==> config.mk <==
export PLATFORM = sky130hd
export DESIGN_NAME = umul_split
export DESIGN_NICKNAME = d
export VERILOG_FILES = /design/src/rtl/umul_pkg.sv /design/src/rtl/umul_signed_core.sv /design/src/rtl/umul_bit_term.sv /design/src/rtl/umul_sum3.sv /design/src/rtl/umul_split.sv
export SDC_FILE = /design/constraint.sdc
export NUM_CORES = 1
export LEC_CHECK = 0
export BUFFER_PORTS_ARGS = -buffer_cell sky130_fd_sc_hd__buf_4
export CAP_MARGIN = 20
export CORE_ASPECT_RATIO = 1.1
export CORE_UTILIZATION = 60
export CTS_CLUSTER_SIZE = 16
export DETAILED_ROUTE_END_ITERATION = 10
export GPL_TIMING_DRIVEN = 0
export PLACE_DENSITY = 0.77
export RECOVER_POWER = 25
export SKIP_LAST_GASP = 1
export SYNTH_ARGS = -nofsm -noshare
export SYNTH_HDL_FRONTEND = slang
export SYNTH_SLANG_ARGS = --single-unit
==> constraint.sdc <==
create_clock -name clk -period 9.5 [get_ports clk]
set_clock_uncertainty 0.05 [all_clocks]
set_input_delay 1.425 -clock clk [delete_from_list [all_inputs] [get_ports clk]]
set_output_delay 1.425 -clock clk [all_outputs]
set_load 0.02 [all_outputs]
==> src/rtl/umul_pkg.sv <==
// Package: shared sizing for the split unsigned multiplier.
// Assumes the operand width is at least 2 so that a top bit and a low part exist.
package umul_pkg;
    parameter int unsigned UMUL_OP_W = 18;
endpackage

==> src/rtl/umul_signed_core.sv <==
// Module: umul_signed_core
// What it does: a two's-complement multiplier of CORE_W x CORE_W operands that gives a 2*CORE_W result.
// Assumes: the caller keeps both sign bits at 0 when it wants an unsigned result.
module umul_signed_core #(
    parameter int unsigned CORE_W = 18,
    localparam int unsigned RES_W = 2 * CORE_W
) (
    input  logic signed [CORE_W-1:0] x_in,
    input  logic signed [CORE_W-1:0] y_in,
    output logic signed [RES_W-1:0]  p_out
);
    logic signed [RES_W-1:0] x_ext;
    logic signed [RES_W-1:0] y_ext;

    // Sign-extend both factors to the result width, then multiply.
    always_comb begin
        x_ext = RES_W'(x_in);
        y_ext = RES_W'(y_in);
        p_out = x_ext * y_ext;
    end
endmodule

==> src/rtl/umul_bit_term.sv <==
// Module: umul_bit_term
// What it does: multiplies an operand by one selecting bit with an AND gate per bit position.
// Assumes: the selecting bit is a plain 0/1 control, and no multiplier resource is needed.
module umul_bit_term #(
    parameter int unsigned TERM_W = 17
) (
    input  logic              sel_bit,
    input  logic [TERM_W-1:0] opnd,
    output logic [TERM_W-1:0] term
);
    // One AND gate per operand bit.
    for (genvar gi = 0; gi < TERM_W; gi++) begin : g_and
        assign term[gi] = sel_bit & opnd[gi];
    end
endmodule

==> src/rtl/umul_sum3.sv <==
// Module: umul_sum3
// What it does: adds the core product at weight 1 and two single-bit terms, each shifted left by SHIFT.
// Assumes: the core product is non-negative, so its bits can be read as an unsigned value.
module umul_sum3 #(
    parameter int unsigned SUM_W = 36,
    parameter int unsigned T1_W  = 17,
    parameter int unsigned T2_W  = 18,
    parameter int unsigned SHIFT = 17
) (
    input  logic [SUM_W-1:0] core_prod,
    input  logic [T1_W-1:0]  term_a,
    input  logic [T2_W-1:0]  term_b,
    output logic [SUM_W-1:0] sum_out
);
    logic [SUM_W-1:0] ta_al;
    logic [SUM_W-1:0] tb_al;

    // Align both single-bit terms to their weight, then form the three-input sum.
    always_comb begin
        ta_al   = SUM_W'(term_a) << SHIFT;
        tb_al   = SUM_W'(term_b) << SHIFT;
        sum_out = core_prod + ta_al + tb_al;
    end
endmodule

==> src/rtl/umul_split.sv <==
// Module: umul_split (top)
// What it does: a registered OP_W x OP_W unsigned multiplier.
//   The low parts go through the signed core, the top bits go through AND terms, and the three pieces are summed.
// Assumes: synchronous active-low reset, and the product holds while no valid input arrives.
module umul_split #(
    parameter int unsigned OP_W = umul_pkg::UMUL_OP_W,
    localparam int unsigned LOW_W  = OP_W - 1,
    localparam int unsigned PROD_W = 2 * OP_W
) (
    input  logic              clk,
    input  logic              rst_n,
    input  logic              in_valid,
    input  logic [OP_W-1:0]   a_in,
    input  logic [OP_W-1:0]   b_in,
    output logic              out_valid,
    output logic [PROD_W-1:0] prod_out
);
    logic signed [OP_W-1:0]   core_x;
    logic signed [OP_W-1:0]   core_y;
    logic signed [PROD_W-1:0] core_p;
    logic [LOW_W-1:0]         term_a;
    logic [OP_W-1:0]          term_b;
    logic [PROD_W-1:0]        sum_nx;

    // Zero-extend the low parts so that the signed core only sees non-negative values.
    always_comb begin
        core_x = {1'b0, a_in[LOW_W-1:0]};
        core_y = {1'b0, b_in[LOW_W-1:0]};
    end

    umul_signed_core #(.CORE_W(OP_W)) u_core (
        .x_in  (core_x),
        .y_in  (core_y),
        .p_out (core_p)
    );

    umul_bit_term #(.TERM_W(LOW_W)) u_term_a (
        .sel_bit (a_in[OP_W-1]),
        .opnd    (b_in[LOW_W-1:0]),
        .term    (term_a)
    );

    umul_bit_term #(.TERM_W(OP_W)) u_term_b (
        .sel_bit (b_in[OP_W-1]),
        .opnd    (a_in),
        .term    (term_b)
    );

    umul_sum3 #(
        .SUM_W (PROD_W),
        .T1_W  (LOW_W),
        .T2_W  (OP_W),
        .SHIFT (LOW_W)
    ) u_sum (
        .core_prod (core_p),
        .term_a    (term_a),
        .term_b    (term_b),
        .sum_out   (sum_nx)
    );

    // Output register: clears on reset, loads on a valid input, otherwise holds.
    always_ff @(posedge clk) begin
        if (!rst_n) begin
            prod_out  <= '0;
            out_valid <= 1'b0;
        end else begin
            out_valid <= in_valid;
            if (in_valid) begin
                prod_out <= sum_nx;
            end
        end
    end
endmodule

== Yosys cells after proc, flatten, opt, wreduce, memory -nomap -nowiden ==
Cells that the tools add are included.
Widths: inputs -> output; s select.
Storage, ports and cells
  flip-flop bits (word level): 37
  bits in latches: 0
  memory bits (writable): 0
  ROM bits: 0
  input bits: 39
  output and inout port bits: 37
  logic and storage cells: 40
  memories kept: 0
Cells by class
  add/sub/neg operators: 2
  $mul: 1
  divide/modulo/power cells: 0
  order comparisons: 0
  eq/ne operators: 0
  shift-type cells: 0
  muxes and demuxes: 0
  bitwise logic cells: 35
  reduce and logical (&&, ||, !) cells: 0
Operators with widths (number)
  $add 35x35->36: 1
  $add 34x34->35: 1
  $and 1x1->1: 35
  $mul 17x17->34: 1

== Depth between registers and ports, before layout ==
  word-level depth: 3
  depth in mapped cells: 23

== Modules after synthesis ==
Synthesis repeated with hierarchy kept, for this count alone.
Unflattened totals
  cells, all modules: 1630
  area, all modules: 15079.5 sq um
Modules (own cells, without submodules)
  umul_signed_core: instances 1, cells an instance 1335, area each 12136.6 sq um, sequential area each 0.0 sq um
  umul_split: instances 1, cells an instance 118, area each 1418.9 sq um, sequential area each 740.7 sq um
  umul_sum3: instances 1, cells an instance 140, area each 1248.7 sq um, sequential area each 0.0 sq um
  umul_bit_term (u_term_b): instances 1, cells an instance 19, area each 141.4 sq um, sequential area each 0.0 sq um
  umul_bit_term (u_term_a): instances 1, cells an instance 18, area each 133.9 sq um, sequential area each 0.0 sq um

== Worst setup path before layout ==
No wires, ideal clock.
  kind: input port to flip-flop
  start point: input b_in[8]
  end point: register prod_out[32]
  data arrival time: 6.874 ns
  setup slack: 2.514 ns
  stages: 20
  path buffers: 3
  cells stage by stage: clkbuf_1 -> clkbuf_1 -> nand2_1 -> fa_1 -> inv_1 -> fa_1 -> fa_1 -> fa_1 -> fa_1 -> inv_1 -> fa_1 -> inv_1 -> ha_1 -> buf_2 -> nand4_2 -> or3_1 -> o21ba_1 -> o21a_1 -> or4_1 -> nand3_1
Between the ends
  cells in the longest elaborated chain, start to end: 3
RTL lines
  start, declared: RTL line umul_split.sv:14  | input logic [OP_W-1:0] b_in,
  $mul 17x17->34 / $and 1x1->1 (equally long branches): RTL line umul_signed_core.sv:19, umul_bit_term.sv:13
  $add 34x34->35 (*): RTL line umul_sum3.sv:22  | sum_out = core_prod + ta_al + tb_al;
  $add 35x35->36 (*): RTL line umul_sum3.sv:22
  end signal, assigned: RTL line umul_split.sv:69  | prod_out <= sum_nx;
  end, declared: RTL line umul_split.sv:16  | output logic [PROD_W-1:0] prod_out
Every way passes the cells marked *; elsewhere a longest branch is shown, timed or not.
A chain may end at the register's enable or synchronous reset.

== Worst setup path after layout ==
  start point: input b_in[9]
  end point: register prod_out[35]
Same word-level chain as after synthesis.

==> flow_summary.yaml <==
sta:
  setup-tns-final_ns: 0
  timing.final.ws_setup_ns: 1.86
  rsz0062_at_grt: "no"
  relSlewSlack_pct: 49.7
  worst_slew_pin_slew_ns: 0.754
  setup_viol: 0
  period_needed_ns: 7.64
  fmax_mhz: 131
  fin_crit_sh_pct: 80.5
  finalMaxSlewViolations: 0
  final-hold-violation-count: 0
placed_design:
  dp_slack_ns: 1.62
  gp_congestion: 0.924
  port-buffer-count: 71
  dpl.cell_count: 1791
  dp_hpwl_um: 26900
cts:
  cts.clk_slew.worst_paths_ns: 0.06
  cts_setup_buffers: 0
  cts_sinks: 37
  hold_buffers: 0
  cts_tree: "yes"
  cts_max_level: 2
  cts_buffers: 5
  clock_latency_ns: 0.28
  cts_max_path_buffers: 2
  cts_root_buffer: "clkbuf_16"
  cts.repair.resized: 0
grt:
  grt_antenna_before_repair: 0
  grt_first_pass_wirelength_um: 51900
  grt_usage_pct: 31.1
  grt_max_degree: 11
  grt_overflow: 0
  first_global_vias: 10525
detailed_routing:
  vias_per_cell: 5.58
  ant_nets: 0
  vias: 10031
  routedWlPerCell_um: 17.8
  drc: 0
  finalWirelength_um: 32000
  dr.pass1.iters: 5
  drtIter0Drc: 611
synthesis:
  syn_inst: 1464
  ys_types: 49
  synth_edf_count: 0
  syn_area_sq_um: 12700
  synth_most_common_cell: "inv_1"
  synth_top_area_cell: "fa_1"
  syn-num-nets: 1905
  ys_seq_area_share_pct: 5.83
  ys_warn_count: 0
  ys_top_cells_by_count: "inv_1 (363), fa_1 (258), and2_1 (197)"
  synth_area_per_cell_sq_um: 8.68
  synthTopCellsByArea: "fa_1 (41%), ha_1 (14%), inv_1 (11%)"
  synth_top_area_share_pct: 40.7
  synth_flop_cell: "dfxtp_1"
  async_flop_share_pct: 0
  ys_ff_latch: 37
job:
  maxCapViolations: 0
outcome:
  outcome: "finished clean"
die:
  chipWidth_um: 141
  row_count: 55
  start_util_pct: 61.5
  io_pins: 76
  dieHeight_um: 155
  die_area_sq_um: 21800
  coreArea_sq_um: 20600
worst_setup_path:
  slowest_stage: "clkbuf_1"
  cp.arrival_ns: 7.76
  cp_max_fo: 10
  cp-start-kind: "primary input"
  cpMostUsedCell: "fa_1"
  worst_setup_path_end_kind: "flop"
  required_ns: 9.62
  crit_type: "primary input to flop"
  cpPeakStageDelay_ns: 0.53
  crit_chain: "clkbuf_1 -> clkbuf_1 -> nand2_1 -> fa_1 -> inv_1 -> fa_1 -> inv_1 -> fa_1 -> inv_1 -> fa_1 -> fa_1 -> inv_1 -> fa_1 -> inv_1 -> ha_1 -> buf_2 -> a21oi_1 -> o21ai_1 -> a22oi_1 -> nand2_1 -> o31a_1 -> mux2i_1 -> a221o_1"
layout:
  antenna_cells: 0
  nFillCells: 1756
  multi_input_area_sq_um: 10400
  areaGrowthSynthToFinish_pct: 7.31
  drive_gt1_share_pct: 4.41
  fin_cells: 1798
  seqCellArea_sq_um: 741
  final_nets: 1983
min_path:
  hp-class: "flop to flop"
## worst max-delay path: cells and delay by family
family	cells	cell delay, ns
compound gates	5	1.26
simple gates	2	0.28
mux	1	0.12
fa+ha+maj	7	3.22
buf+inv	8	1.43
## layout by cell type, fill, tap and decap left out, types with 6 or more instances in the layout
master    instances
inv_1           363
fa_1            258
and2_1          197
nand2_1         175
ha_1            144
clkbuf_1         71
buf_4            53
a21oi_1          40
dfxtp_1          37
o21ai_1          22
xor2_1           16
nor2b_1          15
mux2i_1          15
nor2_1           13
nand3_1          13
o211ai_1         12
nor3_1            9
o21ai_0           9
xnor2_1           9
nand4_1           8
a21o_1            8
buf_2             6
## metrics by stage
stage	hold WS, ns	utilization [%]	instance area [sq um]
detailed placement	0.396	65.7	13600
global placement	0.391	65.7	13600
global route	0.428	66.0	13600
floorplan	0.473	-	12700
finish	0.398	66.0	13600
CTS	0.403	66.4	13700
## flip-flops by register name, indices dropped and copies added, names as in the netlist
signal,flops
prod_out,36
out_valid,1
## per-layer routing
| layer | track usage [%] | share of wire (%) | up-vias |
|---|---|---|---|
| met5 | 0 | 0 | - |
| met4 | 12.5 | 4.1 | 0 |
| li1 | - | - | 4530 |
| met3 | 2.45 | 5.4 | 87 |
| met1 | 39.4 | 40 | 5057 |
| met2 | 55.0 | 51 | 357 |
## path summary, 6_finish.rpt
kind,from,to,slack [ns],cells past startpoint
min,prod_out[22],prod_out[22],0.40,2
min reg2reg,prod_out[22],prod_out[22],0.40,2
max reg2reg,prod_out[35],prod_out[35],8.71,1
max,b_in[9],prod_out[35],1.86,23
## cell type report
class                           count  share of cell area (%)
Sequential cell                    37                    5.43
Timing Repair Buffer               71                    3.41
Inverter                          363                    9.99
Tap cell                          256                    2.35
Multi-Input combinational cell   1005                    76.1
Buffer                             59                    1.68
Clock buffer                        7                    1.05
## cells by family (layout without fill, tap and decap cells)
kind of cell | count (synthesis) | count (layout) | share of synthesized area (%)
simple gates | 443 | 443 | 18.0
buf+inv | 422 | 500 | 12.5
fa+ha+maj | 402 | 402 | 54.8
compound gates | 120 | 120 | 5.92
flops | 37 | 37 | 5.83
xor+xnor | 25 | 25 | 1.72
mux | 15 | 15 | 1.18
Power is not shown: default switching activity piles up to over one toggle a cycle in this logic, so the estimate is an artifact.
